--- src/rtl/mdc_pkg.sv ---
// Package: shared types for the deferred machine-check tracker.
// Assumes: the window depth is a power of two, so tags wrap naturally.
package mdc_pkg;

    localparam int unsigned MDC_DEPTH = 8;
    localparam int unsigned MDC_TAG_W = $clog2(MDC_DEPTH);

    // Source that produced a reported machine check, in priority order
    typedef enum logic [1:0] {
        SRC_NONE   = 2'd0,
        SRC_RETIRE = 2'd1,
        SRC_SQUASH = 2'd2,
        SRC_LATE   = 2'd3
    } mce_src_e;

    // One registered machine-check report
    typedef struct packed {
        logic                 req;
        logic                 precise;
        logic [MDC_TAG_W-1:0] tag;
    } mce_rpt_t;

endpackage

--- src/rtl/mdc_status_array.sv ---
// Module: mdc_status_array
// Holds one valid bit and one error mark per in-flight tag. Tags are handed
// out in order from tail and retired in order from head. Ages are measured
// from head, which keeps comparisons right when the tags wrap.
// Assumes: DEPTH is a power of two. Upstream never allocates into a full
// window and does not allocate in a flush cycle (such requests are ignored).
module mdc_status_array #(
    parameter int unsigned DEPTH = 8,
    parameter int unsigned TAG_W = $clog2(DEPTH)
) (
    input  logic             clk,
    input  logic             rst_n,
    input  logic             alloc_i,
    input  logic             retire_i,
    input  logic             err_vld_i,
    input  logic [TAG_W-1:0] err_tag_i,
    input  logic             flush_i,
    input  logic [TAG_W-1:0] flush_tag_i,
    output logic             ret_hit_o,
    output logic [TAG_W-1:0] ret_tag_o,
    output logic             sq_marked_o
);

    localparam int unsigned CNT_W = TAG_W + 1;

    logic [DEPTH-1:0] valid_q, marked_q;
    logic [DEPTH-1:0] valid_d, marked_d;
    logic [DEPTH-1:0] eff_mark, squash_vec;
    logic [TAG_W-1:0] head_q, tail_q, head_d, tail_d;
    logic [CNT_W-1:0] count_q, count_d;
    logic [TAG_W-1:0] br_age;
    logic             retire_ok, flush_ok, alloc_ok, err_hit;

    // Qualify the incoming events against the current window
    always_comb begin
        retire_ok = retire_i && (count_q != '0);
        flush_ok  = flush_i && valid_q[flush_tag_i];
        alloc_ok  = alloc_i && !flush_i && (count_q < CNT_W'(DEPTH));
        err_hit   = err_vld_i && valid_q[err_tag_i];
        br_age    = flush_tag_i - head_q;
    end

    // Per-slot mark merge, squash decision and next state
    for (genvar gi = 0; gi < DEPTH; gi++) begin : g_slot
        logic [TAG_W-1:0] my_age;
        always_comb begin
            my_age         = TAG_W'(gi) - head_q;
            eff_mark[gi]   = marked_q[gi] || (err_hit && (err_tag_i == TAG_W'(gi)));
            squash_vec[gi] = flush_ok && valid_q[gi] && (my_age > br_age);
            if (squash_vec[gi] || (retire_ok && head_q == TAG_W'(gi))) begin
                valid_d[gi]  = 1'b0;
                marked_d[gi] = 1'b0;
            end else if (alloc_ok && tail_q == TAG_W'(gi)) begin
                valid_d[gi]  = 1'b1;
                marked_d[gi] = 1'b0;
            end else begin
                valid_d[gi]  = valid_q[gi];
                marked_d[gi] = eff_mark[gi] && valid_q[gi];
            end
        end
    end

    // Pointer and occupancy update
    always_comb begin
        head_d  = retire_ok ? head_q + 1'b1 : head_q;
        tail_d  = tail_q;
        count_d = count_q;
        if (flush_ok) begin
            tail_d  = flush_tag_i + 1'b1;
            count_d = CNT_W'(br_age) + 1'b1 - CNT_W'(retire_ok);
        end else begin
            if (alloc_ok) tail_d = tail_q + 1'b1;
            count_d = count_q + CNT_W'(alloc_ok) - CNT_W'(retire_ok);
        end
    end

    // State registers
    always_ff @(posedge clk) begin
        if (!rst_n) begin
            valid_q  <= '0;
            marked_q <= '0;
            head_q   <= '0;
            tail_q   <= '0;
            count_q  <= '0;
        end else begin
            valid_q  <= valid_d;
            marked_q <= marked_d;
            head_q   <= head_d;
            tail_q   <= tail_d;
            count_q  <= count_d;
        end
    end

    // Report the retire and squash outcomes to the raise logic
    always_comb begin
        ret_hit_o   = retire_ok && eff_mark[head_q];
        ret_tag_o   = head_q;
        sq_marked_o = |(squash_vec & eff_mark);
    end

    AST_COUNT_RANGE: assert property (@(posedge clk) disable iff (!rst_n)
        count_q <= CNT_W'(DEPTH));

    AST_RETIRE_CLEARS: assert property (@(posedge clk) disable iff (!rst_n)
        retire_ok |=> !valid_q[$past(head_q)] && !marked_q[$past(head_q)]);

    AST_MARK_NEEDS_VALID: assert property (@(posedge clk) disable iff (!rst_n)
        (marked_q & ~valid_q) == '0);

    AST_FLUSH_KEEPS_BRANCH: assert property (@(posedge clk) disable iff (!rst_n)
        flush_ok && !(retire_ok && head_q == flush_tag_i) |=> valid_q[$past(flush_tag_i)]);

endmodule

--- src/rtl/mdc_raise_sel.sv ---
// Module: mdc_raise_sel
// Picks the one machine check to report in a cycle (retire, then squash,
// then post-retirement) and registers it as a one-cycle pulse. It also
// produces the per-counter increment strobes.
// Assumes: the hit inputs are already qualified by the status array.
module mdc_raise_sel
    import mdc_pkg::*;
#(
    parameter int unsigned TAG_W = 3
) (
    input  logic             clk,
    input  logic             rst_n,
    input  logic             ret_hit_i,
    input  logic [TAG_W-1:0] ret_tag_i,
    input  logic             sq_marked_i,
    input  logic             sq_raise_en_i,
    input  logic [TAG_W-1:0] flush_tag_i,
    input  logic             late_vld_i,
    input  logic [TAG_W-1:0] late_tag_i,
    output logic             req_o,
    output logic             precise_o,
    output logic [TAG_W-1:0] tag_o,
    output logic             inc_precise_o,
    output logic             inc_imprecise_o
);

    mce_src_e         src;
    logic             sq_hit;
    logic [TAG_W-1:0] sel_tag;
    logic             req_q, precise_q;
    logic [TAG_W-1:0] tag_q;

    // Choose the reporting source by fixed priority
    always_comb begin
        sq_hit = sq_marked_i && sq_raise_en_i;
        if (ret_hit_i)       src = SRC_RETIRE;
        else if (sq_hit)     src = SRC_SQUASH;
        else if (late_vld_i) src = SRC_LATE;
        else                 src = SRC_NONE;
        case (src)
            SRC_RETIRE: sel_tag = ret_tag_i;
            SRC_SQUASH: sel_tag = flush_tag_i;
            SRC_LATE:   sel_tag = late_tag_i;
            default:    sel_tag = '0;
        endcase
        inc_precise_o   = ret_hit_i;
        inc_imprecise_o = sq_hit || late_vld_i;
    end

    // Register the selected report as a single-cycle pulse
    always_ff @(posedge clk) begin
        if (!rst_n) begin
            req_q     <= 1'b0;
            precise_q <= 1'b0;
            tag_q     <= '0;
        end else begin
            req_q     <= (src != SRC_NONE);
            precise_q <= (src == SRC_RETIRE);
            tag_q     <= sel_tag;
        end
    end

    assign req_o     = req_q;
    assign precise_o = precise_q;
    assign tag_o     = tag_q;

    AST_PRECISE_IMPLIES_REQ: assert property (@(posedge clk) disable iff (!rst_n)
        precise_q |-> req_q);

    AST_RETIRE_WINS: assert property (@(posedge clk) disable iff (!rst_n)
        ret_hit_i |=> req_q && precise_q && tag_q == $past(ret_tag_i));

    AST_LATE_RAISES: assert property (@(posedge clk) disable iff (!rst_n)
        late_vld_i |=> req_q);

endmodule

--- src/rtl/mdc_sat_counter.sv ---
// Module: mdc_sat_counter
// Event counter that holds at its all-ones value instead of wrapping.
// Assumes: at most one increment per cycle.
module mdc_sat_counter #(
    parameter int unsigned WIDTH = 16
) (
    input  logic             clk,
    input  logic             rst_n,
    input  logic             inc_i,
    output logic [WIDTH-1:0] cnt_o
);

    localparam logic [WIDTH-1:0] MAX_V = '1;

    logic [WIDTH-1:0] cnt_q;

    // Count up on each strobe until the ceiling is reached
    always_ff @(posedge clk) begin
        if (!rst_n)                       cnt_q <= '0;
        else if (inc_i && cnt_q != MAX_V) cnt_q <= cnt_q + 1'b1;
    end

    assign cnt_o = cnt_q;

    AST_NO_WRAP: assert property (@(posedge clk) disable iff (!rst_n)
        cnt_q == MAX_V |=> cnt_q == MAX_V);

    AST_IDLE_HOLDS: assert property (@(posedge clk) disable iff (!rst_n)
        !inc_i |=> $stable(cnt_q));

endmodule

--- src/rtl/mdc_tracker.sv ---
// Module: mdc_tracker (top)
// Deferred machine-check tracker. Load errors are stored as marks on
// in-flight tags and raised precisely at retire. Squashed marks are dropped,
// or raised imprecisely at the flush when enabled. Post-retirement reports
// are always imprecise. Precise and imprecise totals saturate.
// Assumes: in-order retirement from the oldest tag, in-order allocation.
module mdc_tracker
    import mdc_pkg::*;
#(
    parameter int unsigned CNT_W = 16
) (
    input  logic                 clk,
    input  logic                 rst_n,
    input  logic                 alloc_i,
    input  logic                 retire_i,
    input  logic                 err_vld_i,
    input  logic [MDC_TAG_W-1:0] err_tag_i,
    input  logic                 flush_i,
    input  logic [MDC_TAG_W-1:0] flush_tag_i,
    input  logic                 squash_raise_en_i,
    input  logic                 late_err_vld_i,
    input  logic [MDC_TAG_W-1:0] late_err_tag_i,
    output logic                 mce_req_o,
    output logic                 mce_precise_o,
    output logic [MDC_TAG_W-1:0] mce_tag_o,
    output logic [CNT_W-1:0]     precise_cnt_o,
    output logic [CNT_W-1:0]     imprecise_cnt_o
);

    logic                 ret_hit, sq_marked, inc_p, inc_i;
    logic [MDC_TAG_W-1:0] ret_tag;
    mce_rpt_t             rpt;

    mdc_status_array #(.DEPTH(MDC_DEPTH), .TAG_W(MDC_TAG_W)) i_array (
        .clk         (clk),
        .rst_n       (rst_n),
        .alloc_i     (alloc_i),
        .retire_i    (retire_i),
        .err_vld_i   (err_vld_i),
        .err_tag_i   (err_tag_i),
        .flush_i     (flush_i),
        .flush_tag_i (flush_tag_i),
        .ret_hit_o   (ret_hit),
        .ret_tag_o   (ret_tag),
        .sq_marked_o (sq_marked)
    );

    mdc_raise_sel #(.TAG_W(MDC_TAG_W)) i_raise (
        .clk             (clk),
        .rst_n           (rst_n),
        .ret_hit_i       (ret_hit),
        .ret_tag_i       (ret_tag),
        .sq_marked_i     (sq_marked),
        .sq_raise_en_i   (squash_raise_en_i),
        .flush_tag_i     (flush_tag_i),
        .late_vld_i      (late_err_vld_i),
        .late_tag_i      (late_err_tag_i),
        .req_o           (rpt.req),
        .precise_o       (rpt.precise),
        .tag_o           (rpt.tag),
        .inc_precise_o   (inc_p),
        .inc_imprecise_o (inc_i)
    );

    // One saturating counter per error class
    for (genvar gc = 0; gc < 2; gc++) begin : g_cnt
        logic [CNT_W-1:0] cnt;
        mdc_sat_counter #(.WIDTH(CNT_W)) i_cnt (
            .clk   (clk),
            .rst_n (rst_n),
            .inc_i ((gc == 0) ? inc_p : inc_i),
            .cnt_o (cnt)
        );
    end

    assign precise_cnt_o   = g_cnt[0].cnt;
    assign imprecise_cnt_o = g_cnt[1].cnt;
    assign mce_req_o       = rpt.req;
    assign mce_precise_o   = rpt.precise;
    assign mce_tag_o       = rpt.tag;

    AST_ERR_DEFERRED: assert property (@(posedge clk) disable iff (!rst_n)
        err_vld_i && !retire_i && !flush_i && !late_err_vld_i |=> !mce_req_o);

    AST_SQUASH_SILENT: assert property (@(posedge clk) disable iff (!rst_n)
        flush_i && !squash_raise_en_i && !retire_i && !late_err_vld_i |=> !mce_req_o);

    AST_IMPRECISE_COUNTS: assert property (@(posedge clk) disable iff (!rst_n)
        mce_req_o && !mce_precise_o |-> imprecise_cnt_o != '0);

endmodule

--- config.mk ---
export PLATFORM = sky130hd
export DESIGN_NAME = mdc_tracker
export DESIGN_NICKNAME = d
export VERILOG_FILES = /design/src/rtl/mdc_pkg.sv /design/src/rtl/mdc_status_array.sv /design/src/rtl/mdc_raise_sel.sv /design/src/rtl/mdc_sat_counter.sv /design/src/rtl/mdc_tracker.sv
export SDC_FILE = /design/constraint.sdc
export NUM_CORES = 1
export LEC_CHECK = 0
export ABC_CLOCK_PERIOD_IN_PS = 3550
export CORE_MARGIN = 5
export CORE_UTILIZATION = 60
export CTS_BUF_LIST = sky130_fd_sc_hd__clkbuf_2 sky130_fd_sc_hd__clkbuf_4 sky130_fd_sc_hd__clkbuf_8
export DETAILED_ROUTE_END_ITERATION = 7
export DONT_BUFFER_PORTS = 1
export PLACE_DENSITY_LB_ADDON = 0.3
export SYNTH_ARGS = -nofsm -noshare
export SYNTH_HDL_FRONTEND = slang
export SYNTH_SLANG_ARGS = --single-unit
--- constraint.sdc ---
create_clock -name clk -period 3.55 [get_ports clk]
set_input_delay 0.5325 -clock clk [delete_from_list [all_inputs] [get_ports clk]]
set_output_delay 0.5325 -clock clk [all_outputs]
set_load 0.03 [all_outputs]
Yosys cells after proc, flatten, opt, wreduce, memory -nomap -nowiden
Cells that the tools add are included.
{"block": "word_totals", "wordCells": 193, "latch_bits": 0, "memories": 0, "mem_bits_ro": 0, "reg_bits": 63, "ramBits": 0}
{"block": "classes", "order_cmp": 12, "muxes": 13, "n_div": 0, "n_eq_ne": 26, "multipliers": 0, "reduce_logical": 98, "addsub": 18, "shifts": 0, "bitwise": 2}
{"cell": "$logic_and A1 B1 Y1", "n": 57}
{"cell": "$eq A3 B3 Y1 const B", "n": 12}
{"cell": "$add A16 B1 Y16 const B", "n": 2}
{"cell": "$ne A16 B16 Y1 const B", "n": 2}
{"cell": "$gt A3 B3 Y1", "n": 8}
{"cell": "$reduce_or A3 Y1", "n": 8}
{"cell": "$eq A3 B2 Y1 const B", "n": 6}
{"cell": "$logic_or A1 B1 Y1", "n": 17}
{"cell": "$reduce_or A2 Y1", "n": 8}
{"cell": "$lt A3 B4 Y1 const B", "n": 3}
{"cell": "$sub A3 B3 Y3 const A", "n": 4}
{"cell": "$add A3 B1 Y3 const B", "n": 3}
{"cell": "$bmux W1 S3", "n": 3}
{"cell": "$eq A3 B1 Y1 const B", "n": 3}
{"cell": "$logic_not A3 Y1", "n": 3}
{"cell": "$pmux W3 S3", "n": 1}
{"cell": "$and A8 B8 Y8", "n": 1}
{"cell": "$reduce_or A8 Y1", "n": 1}
{"cell": "$sub A4 B1 Y4", "n": 2}
{"cell": "$mux W2", "n": 3}
{"cell": "$mux W3", "n": 2}
{"cell": "$sub A1 B3 Y3 const A", "n": 2}
{"cell": "$sub A2 B3 Y3 const A", "n": 2}
{"cell": "$add A3 B1 Y4 const B", "n": 1}
{"cell": "other kinds (11)", "n": 15}

Longest topological paths before layout
{"block": "logic_depth", "ltp_word": 12, "ltp_mapped": 16, "ltp_nobuf": 14}

Hierarchy
Synthesis repeated with hierarchy kept, for this count alone.
{"block": "hier_totals", "hier_cells": 472, "hier_area_um2": 3997.6}
{"mod": "mdc_status_array", "cells_per_inst": 253, "seq_area_each_um2": 520.5, "n_inst": 1, "area_each_um2": 2100.8}
{"mod": "mdc_sat_counter", "cells_per_inst": 97, "seq_area_each_um2": 320.3, "n_inst": 2, "area_each_um2": 837.1}
{"mod": "mdc_raise_sel", "cells_per_inst": 25, "seq_area_each_um2": 100.1, "n_inst": 1, "area_each_um2": 222.7}

Least setup slack after synthesis
No wires, ideal clock.
{"block": "synth_path", "path_type": "input to register", "from": "input port flush_tag_i[0]", "to": "register g_cnt[1].i_cnt.cnt_q[15]", "stages": 15, "path_slack_ns": -0.032, "t_required_ns": 3.449, "t_arrival_ns": 3.481, "path_cell_list": "buf_2 > inv_1 > ha_1 > inv_1 > fa_1 > inv_1 > ha_1 > nor2b_1 > o2bb2ai_1 > o22ai_1 > a221o_1 > nor4_4 > buf_2 > o311ai_0 > o41ai_1"}
{"block": "synth_between", "elab_chain_len": 10, "word_cells_on_any_way": 33, "classes_between": "add/sub: 1; order compare: 8; mux: 2; bitwise: 1; reduce/logical: 21"}
{"item": "from (decl)", "line": "mdc_tracker.sv:19", "rtl": "input logic [MDC_TAG_W-1:0] flush_tag_i,"}
{"item": "branches (longest 5 deep; another with $sub A3 B3 Y3)"}
{"item": "$and A8 B8 Y8 *", "line": "mdc_status_array.sv:98", "rtl": "sq_marked_o = |(squash_vec & eff_mark);"}
{"item": "$reduce_or A8 Y1 *", "line": "mdc_status_array.sv:98"}
{"item": "$logic_and A1 B1 Y1 *", "line": "mdc_raise_sel.sv:35", "rtl": "sq_hit = sq_marked_i && sq_raise_en_i;"}
{"item": "$logic_or A1 B1 Y1 *", "line": "mdc_raise_sel.sv:47", "rtl": "inc_imprecise_o = sq_hit || late_vld_i;"}
{"item": "$logic_and A1 B1 Y1 *", "line": "mdc_sat_counter.sv:20", "rtl": "else if (inc_i && cnt_q != MAX_V) cnt_q <= cnt_q + 1'b1;"}
{"item": "to (signal assigned)", "line": "mdc_sat_counter.sv:20"}
{"item": "to (decl)", "line": "mdc_sat_counter.sv:15", "rtl": "logic [WIDTH-1:0] cnt_q;"}
Every way passes the cells marked *. The select of a mux whose other input is x is not followed.
A chain may end at the register's enable or synchronous reset.

Worst setup path after layout
{"block": "layout_path", "from": "register i_array.head_q[0], in the netlist i_array.ret_tag_o[0]", "to": "register g_cnt[1].i_cnt.cnt_q[3]"}
{"block": "layout_between", "elab_chain_len": 8, "word_cells_on_any_way": 30, "classes_between": "add/sub: 9; order compare: 8; bitwise: 1; reduce/logical: 12"}
{"item": "from (decl)", "line": "mdc_status_array.sv:29", "rtl": "logic [TAG_W-1:0] head_q, tail_q, head_d, tail_d;"}
{"item": "from (signal assigned)", "line": "mdc_status_array.sv:82", "rtl": "head_q <= '0;"}
{"item": "from (signal assigned)", "line": "mdc_status_array.sv:88", "rtl": "head_q <= head_d;"}
{"item": "$sub A1 B3 Y3, or another cell as far along", "line": "mdc_status_array.sv:47", "rtl": "my_age = TAG_W'(gi) - head_q;"}
{"item": "$gt A3 B3 Y1", "line": "mdc_status_array.sv:49", "rtl": "squash_vec[gi] = flush_ok && valid_q[gi] && (my_age > br_age);"}
{"item": "$logic_and A1 B1 Y1", "line": "mdc_status_array.sv:49"}
{"item": "$and A8 B8 Y8 *", "line": "mdc_status_array.sv:98"}
{"item": "$reduce_or A8 Y1 *", "line": "mdc_status_array.sv:98"}
{"item": "$logic_and A1 B1 Y1 *", "line": "mdc_raise_sel.sv:35"}
{"item": "$logic_or A1 B1 Y1 *", "line": "mdc_raise_sel.sv:47"}
{"item": "$logic_and A1 B1 Y1 *", "line": "mdc_sat_counter.sv:20"}
Every way passes the cells marked *; elsewhere a longest branch is shown, timed or not.

==> impl_metrics.csv <==
group,metric,value,unit
cts,htreeDepth,3,
worst_setup_path,worstSetupPathType,"reg2reg",
sta,finalSetupTns,0,ns
worst_setup_path,cp_max_fo,15,
yosys,synth_top_family_by_area,"simple AND/OR/NAND/NOR gates",
yosys,synth-seq-area-share,30.7,%
global_routing,gr-usage-met2,40.7,%
global_routing,grt.met3_usage,6.90,%
power,vdd_drop_max,0.488,mV
detailed_routing,drt_pass1_iterations,5,
place,port_buffers,0,
sta,worstMarginPinSlew,0.709,ns
detailed_routing,post_drt_wl_per_cell,18.0,µm
yosys,yosysWarnings,0,
worst_setup_path,cp.arrival,3.66,ns
yosys,syn_nets,538,
yosys,syn_area,4110,µm²
yosys,yosys.area_share.adder,9.38,%
sta,setup_viol,0,
detailed_routing,vias_per_cell,6.43,
place,finalWeightedCongestion,0.938,
die,io_pins,54,
job,drv_cap,0,
layout,final_cell_mix,"dfxtp_1, nor2_1, nand2_1",
die,initial_core_util,61.1,%
layout,register_area,1260,µm²
yosys,avgSynthCellArea,8.33,µm²
global_routing,busiest_layer,"met2",
die,rows,30,
global_routing,grt_overflow,0,
yosys,yosys-mux-area-fraction,4.81,%
layout,drive_above_1_share,11.4,%
worst_setup_path,cp.depth,13,
cts,cts.sinks,63,
place,hpwlAfterDp,7630,µm
cts,cts_buffer_depth,2,
detailed_routing,drtIter0Drc,339,
sta,finalHoldViolCount,0,
sta,skew,0.0109,ns
cts,cts_tree,"built",
worst_setup_path,worstSetupStartpointType,"flip-flop",
yosys,synthCells,493,
power,finalPower,2.53,mW
die,die_w,92.7,µm
detailed_routing,drtAntennaViolNets,0,
power,p_leak,1.74,nW
global_routing,grt_pass1_wl,17400,µm
worst_setup_path,worstPathCellList,"ha_1 -> inv_1 -> fa_1 -> inv_1 -> ha_1 -> nor2b_2 -> o22ai_2 -> maj3_2 -> o221ai_4 -> nor4_4 -> buf_4 -> or4_1 -> a21oi_1",
power,power.density,560,nW/µm²
die,core_area,6720,µm²
layout,multi_input_area,2650,µm²
yosys,synth_edf_count,0,
cts,clock_latency,0.36,ns
worst_setup_path,slowest_stage,"fa_1",
sta,period_minus_slack,3.37,ns
cts,numCtsBuffers,9,
worst_setup_path,cp_slowest_stage_delay,0.51,ns
layout,n_fill_cell,560,
layout,nets,547,
yosys,synth_cell_type_count,71,
sta,slew_viol_final,0,
detailed_routing,vias,3773,
global_routing,grt_pass1_vias,3588,
layout,syn_to_final_growth,10.1,%
sta,fmax,297,MHz
cts,clk_pin_slew,0.08,ns
detailed_routing,drt-total-wl,10600,µm
yosys,synth_ff_type,"dfxtp_1",
cts,cts_root_buf,"clkbuf_8",
worst_setup_path,required,3.84,ns
yosys,synthXorXnorAreaFrac,4.81,%
global_routing,grt_antenna_before_repair,0,
yosys,synth_compound_area_share,17.9,%
worst_hold_path,hold_path_class,"in2reg",
worst_setup_path,cp_top_family,"adder cells",
worst_hold_path,whs_path_depth,1,
yosys,async_reset_ff_share,0,%
global_routing,grt_util_met1,32.2,%
run_status,status,"completed",
layout,final_common_cell,"dfxtp_1",
yosys,yosys.area_share.simple,26.7,%
global_routing,grt_usage,25.1,%
layout,diodes,0,
global_routing,grt_max_degree,31,
yosys,ys_ff_latch,63,
worst_setup_path,cp-end-kind,"flip-flop",
detailed_routing,drc_errors,0,
worst_setup_path,path_buf_inv,3,
sta,period_share,95.0,%
sta,maxSlewHeadroom,52.7,%
die,die_area,8600,µm²
die,die_h,92.7,µm
worst_setup_path,r2r_cells,13,
[final cells by class]
cell class,count,area share [%]
multi-input cells,375,58.5
flip-flops and latches,63,27.9
repair buffers,20,3.60
clock buffers,9,2.74
inverters,33,2.74
clock inverters,7,2.30
well taps,80,2.21
[layer usage]
| layer | share of wire (%) | vias to the layer above |
|---|---|---|
| met5 | 0 | - |
| met4 | 2.1 | 0 |
| met3 | 8.1 | 27 |
| met2 | 48 | 159 |
| met1 | 42 | 1775 |
| li1 | - | 1812 |
[worst paths after layout]
| kind | start | endpoint | slack (ns) |
|---|---|---|---|
| worst max-delay path | i_array.ret_tag_o[0] | g_cnt[1].i_cnt.cnt_o[3] | 0.18 |
| worst min-delay path | flush_tag_i[0] | i_array.tail_q[0] | 0.27 |
| worst max register to register | i_array.ret_tag_o[0] | g_cnt[1].i_cnt.cnt_o[3] | 0.18 |
| worst min register to register | i_array.ret_tag_o[2] | i_array.ret_tag_o[2] | 0.53 |
[sequential cells by signal (all words and copies together), names as in the netlist]
register,flops
i_array.valid_q,8
g_cnt.i_cnt.cnt_o,32
i_raise.req_o,1
i_array.tail_q,3
i_array.count_q,4
i_array.marked_q,8
i_raise.tag_o,3
i_raise.precise_o,1
i_array.ret_tag_o,3
[through the flow]
stage / instances / setup WS [ns] / area [µm²] / hold slack, ns / utilization [%]
after floorplan: 493 / -0.0276 / 4110 / 0.494 / -
after global placement: 570 / 0.00223 / 4260 / 0.479 / 63.3
after detailed placement: 570 / -0.0945 / 4260 / 0.493 / 63.3
after CTS: 586 / 0.173 / 4480 / 0.270 / 66.7
after global routing: 587 / -0.0187 / 4520 / 0.273 / 67.3
final: 587 / 0.178 / 4520 / 0.272 / 67.3
[power by group]
group          switching (mW)  total [mW]  internal, mW
Sequential             0.0404       0.786         0.745
Clock                   0.318       0.721         0.403
Combinational           0.571        1.02         0.452
[cell usage after synthesis, types with 5 or more instances]
| library cell | instances | area [µm²] |
|---|---|---|
| mux2i_1 | 13 | 130 |
| a21o_1 | 5 | 37.5 |
| and3_1 | 8 | 50.1 |
| o21ai_0 | 17 | 85.1 |
| xor2_1 | 5 | 43.8 |
| or4_1 | 6 | 45.0 |
| o31ai_1 | 7 | 52.6 |
| nor2_1 | 54 | 203 |
| nand3_1 | 26 | 130 |
| dfxtp_1 | 63 | 1260 |
| buf_2 | 5 | 25.0 |
| a211oi_1 | 7 | 52.6 |
| xnor2_1 | 13 | 114 |
| a21oi_1 | 22 | 110 |
| nor3_1 | 16 | 80.1 |
| inv_1 | 33 | 124 |
| clkbuf_1 | 14 | 52.6 |
| ha_1 | 26 | 325 |
| nand4_1 | 7 | 43.8 |
| nor2b_1 | 5 | 31.3 |
| nand2_1 | 40 | 150 |
| nor4_1 | 7 | 43.8 |
| nand2b_1 | 13 | 81.3 |
[kinds of logic after synthesis]
logic type / after synthesis
fa+ha+maj: 30
buf+inv: 55
simple gates: 209
xor+xnor: 20
flops: 63
mux: 17
compound gates: 99
[timing repair]
item                                    in CTS  in global routing
gates resized for setup                      0                  7
buffers inserted                             0                  1
endpoints found under the setup margin       0                 10
hold buffers                                 0                  0
No activity file was read; power rests on OpenSTA's default activity.
